<file path="src/rtl/pmxScanPkg.sv">
package pmxScanPkg;

  // Strobes from the slot sequencer to the row/column datapath
  typedef struct packed {
    logic run;        // scanning active (startup delay elapsed)
    logic slotFirst;  // first phase of a row slot
    logic slotLast;   // last phase of a row slot
  } scanStrobe_t;

endpackage

</file>
<file path="src/rtl/pmxScanCtrl.sv">
module pmxScanCtrl
  import pmxScanPkg::*;
#(
  parameter int SLOT_W      = 4,
  parameter int START_DELAY = 3
) (
  input  logic              clk,
  input  logic              rstN,
  output scanStrobe_t       strb,
  output logic [SLOT_W-1:0] phase
);

  localparam int DLY_W = (START_DELAY < 2) ? 1 : $clog2(START_DELAY + 1);
  localparam logic [DLY_W-1:0]  DLY_LAST   = DLY_W'(START_DELAY - 1);
  localparam logic [SLOT_W-1:0] PHASE_LAST = '1;

  logic [DLY_W-1:0] dlyCnt;
  logic             run;

  // Startup delay followed by a free-running phase counter
  always_ff @(posedge clk or negedge rstN) begin
    if (!rstN) begin
      dlyCnt <= '0;
      run    <= 1'b0;
      phase  <= '0;
    end else if (!run) begin
      if (dlyCnt == DLY_LAST) begin
        run <= 1'b1;
      end else begin
        dlyCnt <= dlyCnt + 1'b1;
      end
    end else begin
      phase <= phase + 1'b1;
    end
  end

  always_comb begin
    strb.run       = run;
    strb.slotFirst = run && (phase == '0);
    strb.slotLast  = run && (phase == PHASE_LAST);
  end

endmodule

</file>
<file path="src/rtl/pmxScanData.sv">
module pmxScanData
  import pmxScanPkg::*;
#(
  parameter int NUM_ROWS = 20,
  parameter int NUM_COLS = 20,
  parameter int SLOT_W   = 4,
  parameter int ROW_W    = 5
) (
  input  logic                clk,
  input  logic                rstN,
  input  scanStrobe_t         strb,
  input  logic [SLOT_W-1:0]   phase,
  input  logic                pwmEnable,
  input  logic [SLOT_W-1:0]   brightness,
  input  logic [NUM_COLS-1:0] pixRdData,
  output logic [ROW_W-1:0]    pixRdAddr,
  output logic [NUM_ROWS-1:0] rowEnN,
  output logic [NUM_COLS-1:0] colDrive,
  output logic                frameStart
);

  localparam logic [ROW_W-1:0] ROW_LAST = ROW_W'(NUM_ROWS - 1);

  logic [ROW_W-1:0] rowIdx;
  logic [ROW_W-1:0] nextRow;
  logic             pwmGate;

  assign nextRow = (rowIdx == ROW_LAST) ? '0 : rowIdx + 1'b1;

  always_ff @(posedge clk or negedge rstN) begin
    if (!rstN) begin
      rowIdx <= '0;
    end else if (strb.slotLast) begin
      rowIdx <= nextRow;
    end
  end

  // Store address runs one cycle ahead of the slot boundary
  assign pixRdAddr  = strb.slotLast ? nextRow : rowIdx;
  assign frameStart = strb.slotFirst && (rowIdx == '0);
  assign pwmGate    = !pwmEnable || (phase < brightness);

  for (genvar r = 0; r < NUM_ROWS; r++) begin : g_rowSel
    assign rowEnN[r] = ~(strb.run && (rowIdx == ROW_W'(r)));
  end

  for (genvar c = 0; c < NUM_COLS; c++) begin : g_colDrv
    assign colDrive[c] = strb.run && pwmGate && pixRdData[c];
  end

endmodule

</file>
<file path="src/rtl/pmxScanDrive.sv">
module pmxScanDrive
  import pmxScanPkg::*;
#(
  parameter int NUM_ROWS    = 20,
  parameter int NUM_COLS    = 20,
  parameter int SLOT_W      = 4,
  parameter int START_DELAY = 3,
  localparam int ROW_W      = $clog2(NUM_ROWS)
) (
  input  logic                clk,
  input  logic                rstN,
  input  logic                pwmEnable,
  input  logic [SLOT_W-1:0]   brightness,
  input  logic [NUM_COLS-1:0] pixRdData,
  output logic [ROW_W-1:0]    pixRdAddr,
  output logic [NUM_ROWS-1:0] rowEnN,
  output logic [NUM_COLS-1:0] colDrive,
  output logic                frameStart
);

  scanStrobe_t       strb;
  logic [SLOT_W-1:0] phase;

  pmxScanCtrl #(
    .SLOT_W     (SLOT_W),
    .START_DELAY(START_DELAY)
  ) uCtrl (
    .clk  (clk),
    .rstN (rstN),
    .strb (strb),
    .phase(phase)
  );

  pmxScanData #(
    .NUM_ROWS(NUM_ROWS),
    .NUM_COLS(NUM_COLS),
    .SLOT_W  (SLOT_W),
    .ROW_W   (ROW_W)
  ) uData (
    .clk       (clk),
    .rstN      (rstN),
    .strb      (strb),
    .phase     (phase),
    .pwmEnable (pwmEnable),
    .brightness(brightness),
    .pixRdData (pixRdData),
    .pixRdAddr (pixRdAddr),
    .rowEnN    (rowEnN),
    .colDrive  (colDrive),
    .frameStart(frameStart)
  );

endmodule

</file>
<file path="config.mk">
export PLATFORM = sky130hd
export DESIGN_NAME = pmxScanDrive
export DESIGN_NICKNAME = d
export VERILOG_FILES = /design/src/rtl/pmxScanPkg.sv /design/src/rtl/pmxScanCtrl.sv /design/src/rtl/pmxScanData.sv /design/src/rtl/pmxScanDrive.sv
export SDC_FILE = /design/constraint.sdc
export NUM_CORES = 1
export LEC_CHECK = 0
export ABC_CLOCK_PERIOD_IN_PS = 2300
export BUFFER_PORTS_ARGS = -buffer_cell sky130_fd_sc_hd__buf_2
export CORE_ASPECT_RATIO = 1.25
export CORE_UTILIZATION = 35
export DETAILED_ROUTE_END_ITERATION = 16
export PLACE_DENSITY = 0.73
export RECOVER_POWER = 100
export SLEW_MARGIN = 15
export SYNTH_ARGS = -nofsm -noshare
export SYNTH_HDL_FRONTEND = slang
export SYNTH_SLANG_ARGS = --single-unit
export TNS_END_PERCENT = 1
</file>
<file path="constraint.sdc">
create_clock -name clk -period 2.3 [get_ports clk]
set_input_delay 0.115 -clock clk [delete_from_list [all_inputs] [get_ports clk]]
set_output_delay 0.115 -clock clk [all_outputs]
set_load 0.01 [all_outputs]
</file>
==> results.toml <==
[power_and_ir_drop]
intPower_w = 0.0003486
p_leak_nw = 0.6070
pwr-share-clk_pct = 37.0
sw_frac_of_total_pct = 26.93
p_comb_share_pct = 18.9
power_density_nw_per_um2 = 347.3
ir_worst_vdd_mv = 0.2707
p_switching_w = 0.0001285
p_seq_share_pct = 44.2

[detailed_routing]
wl_um = 2704
drc = 0
drtIter0Drc = 7
wire_per_inst_um = 12.18
postRouteAntennaNets = 0
num_vias = 1142
viasPerCell = 5.144
drtPass1Iterations = 4

[global_routing]
antenna_found_initial = 0
grt_max_degree = 21
globalRouteTotalUtil_pct = 17.80
grt_pass1_wl_um = 4333
first_global_vias = 1015
overflow = 0

[timing]
holdWs_ps = 345.2
layout_min_cycle_time_ps = 2042
tightest_slew_ps = 626.5
fin_ws_ps = 258.1
setup_tns_ps = 0
worst_clock_skew_ps = 8.269
setup_viol = 0
fin_crit_sh_pct = 88.78
slew_violations = 0
fmax_ghz = 0.4897
hold_violations = 0
slew_headroom_pct = 58.24
rsz0062_at_grt = "no"

[die]
core_area_um2 = 2733
ios = 73
die_y_um = 62.76
initial_utilization_pct = 37.82
die_x_um = 50.61
fp-row-count = 21
die_area_um2 = 3176

[clocking]
path_clk_slew_ps = 90
cts.sinks = 12
htree_levels = 1
clockBufferDepth = 2
cts_buffers = 3
cts-root-buf = "clkbuf_4"
cts_tree = "built"
clock_latency_ps = 280
post-cts-setup-buffer-count = 0

[final_layout]
fillers = 296
antenna_cells = 0
layout-drive-gt1-share_pct = 20.74
synthToLayoutAreaGrowth_pct = 32.93
nets = 227

[yosys]
yosysWarningCount = 0
synthFlopType = "dfrtp_1"
ys_top_cells_by_count = "a21boi_0, dfrtp_1, inv_1"
yosys_register_bits = 12
synth_fp_nets = 157
synthArstFlopShare_pct = 100.0
synth.largest_area_cell = "dfrtp_1"
synth.area.top_cells = "dfrtp_1, ha_1, a21boi_0, nand3_1, inv_1"
netlist_instances = 119
avgSynthCellArea_um2 = 8.685
synth_edf_count = 0
ys_seq_area_share_pct = 29.06
yosysMostFrequentCell = "a21boi_0"
yosysUniqueCellTypes = 33
synth_top_area_share_pct = 29.06
syn-cell-area_um2 = 1033

[worst_setup_path]
worstSetupStartpointType = "register"
criticalPathCategory = "reg2out"
crit_fanout = 20
end_kind = "output port"
cp.required_ps = 2180
cp.arrival_ps = 1930

[outcome]
outcome = "finished clean"

[job]
max_cap_viol_count = 0

[placed_design]
dp_hpwl_um = 2105
place_congestion = 0.7483
io_buffers = 72
place_ws_ps = 595.0

[hold_path]
hold_path.class = "in2async"
state kept, by name, summed over array words and instances, names as in the netlist:
register and cells:
uData.rowIdx 5, uCtrl.dlyCnt 2, uCtrl.run 1, uCtrl.phase 4
final timing paths:
check,from,end,slack [ps],cells after the start
max,uCtrl.phase[1],colDrive[19],260,6
min reg2reg,uCtrl.dlyCnt[0],uCtrl.dlyCnt[0],470,1
min,rstN,uData.rowIdx[4],350,2
min in group clk,uCtrl.dlyCnt[0],uCtrl.dlyCnt[0],470,1
max in group asynchronous,rstN,uCtrl.phase[1],1540,2
max reg2reg,uData.rowIdx[0],uData.rowIdx[4],800,4
power by group through the flow:
stage / clock, W / sequential (W) / combinational (W)
final: 0.000176 / 0.000211 / 0.0000900
after global routing: 0.000189 / 0.000211 / 0.000100
after CTS: 0.000179 / 0.000211 / 0.0000966
after detailed placement: 0 / 0.000215 / 0.0000952
after global placement: 0 / 0.000215 / 0.0000933
after floorplan: 0 / 0.000215 / 0.0000460
cells in the final DEF, fill, tap and decap left out, types with 2 or more instances in the layout:
| master | netlist | routed |
|---|---|---|
| clkbuf_4 | 0 | 3 |
| nand3_1 | 11 | 11 |
| o22ai_1 | 2 | 2 |
| a21boi_0 | 16 | 16 |
| dfrtp_1 | 12 | 12 |
| xnor2_1 | 4 | 4 |
| nor2_1 | 1 | 2 |
| and3_1 | 2 | 2 |
| nand4_1 | 6 | 6 |
| o21ai_0 | 2 | 3 |
| clkbuf_1 | 3 | 43 |
| nand2_1 | 10 | 10 |
| a21boi_1 | 4 | 4 |
| inv_1 | 12 | 12 |
| buf_2 | 4 | 29 |
| ha_1 | 11 | 11 |
layout make-up:
type	instances	area, um^2	share of cell area, %
clock buffer	4	36.28	2.641
inverter	12	45.04	3.279
multi-input combinational	86	625.6	45.54
sequential	12	300.3	21.86
tap	34	42.54	3.097
timing repair buffer	74	324.1	23.59
logic make-up after synthesis:
| family | synth area share, % |
|---|---|
| compound gates | 20.10 |
| fa+ha+maj | 13.32 |
| buf+inv | 9.564 |
| xor+xnor | 4.237 |
| simple gates | 22.28 |
| mux | 1.452 |
| flops | 29.06 |
metal layers:
layer | vias to the layer above | part of all wire (%) | GRT usage (%)
li1 | 551 | - | -
met1 | 510 | 39 | 17.02
met2 | 74 | 47 | 33.67
met3 | 7 | 13 | 5.839
met4 | 0 | 1.7 | 6.944
met5 | - | 0 | 0
worst max-delay path, cell delays in order (launching register included):
cell	delay (ps)
dfrtp_1	420
ha_1	280
o211ai_1	190
o2111ai_1	150
buf_4	220
a21boi_0	210
clkbuf_1	180
stage by stage:
stage | utilization [%] | instances | cell area, um^2 | power [W]
floorplan | - | 119 | 1033 | 0.0002610
global placement | 50.87 | 217 | 1390 | 0.0003082
global route | 50.27 | 222 | 1374 | 0.0004996
finish | 50.27 | 222 | 1374 | 0.0004771
detailed placement | 50.87 | 217 | 1390 | 0.0003102
CTS | 52.56 | 222 | 1436 | 0.0004862
repair_timing:
item                                    CTS  global route
gates resized for setup                   0             0
hold buffers                              1             0
hold endpoints to repair                 12             0
endpoints found under the setup margin    0             0
No activity file was read; power rests on OpenSTA's default activity.
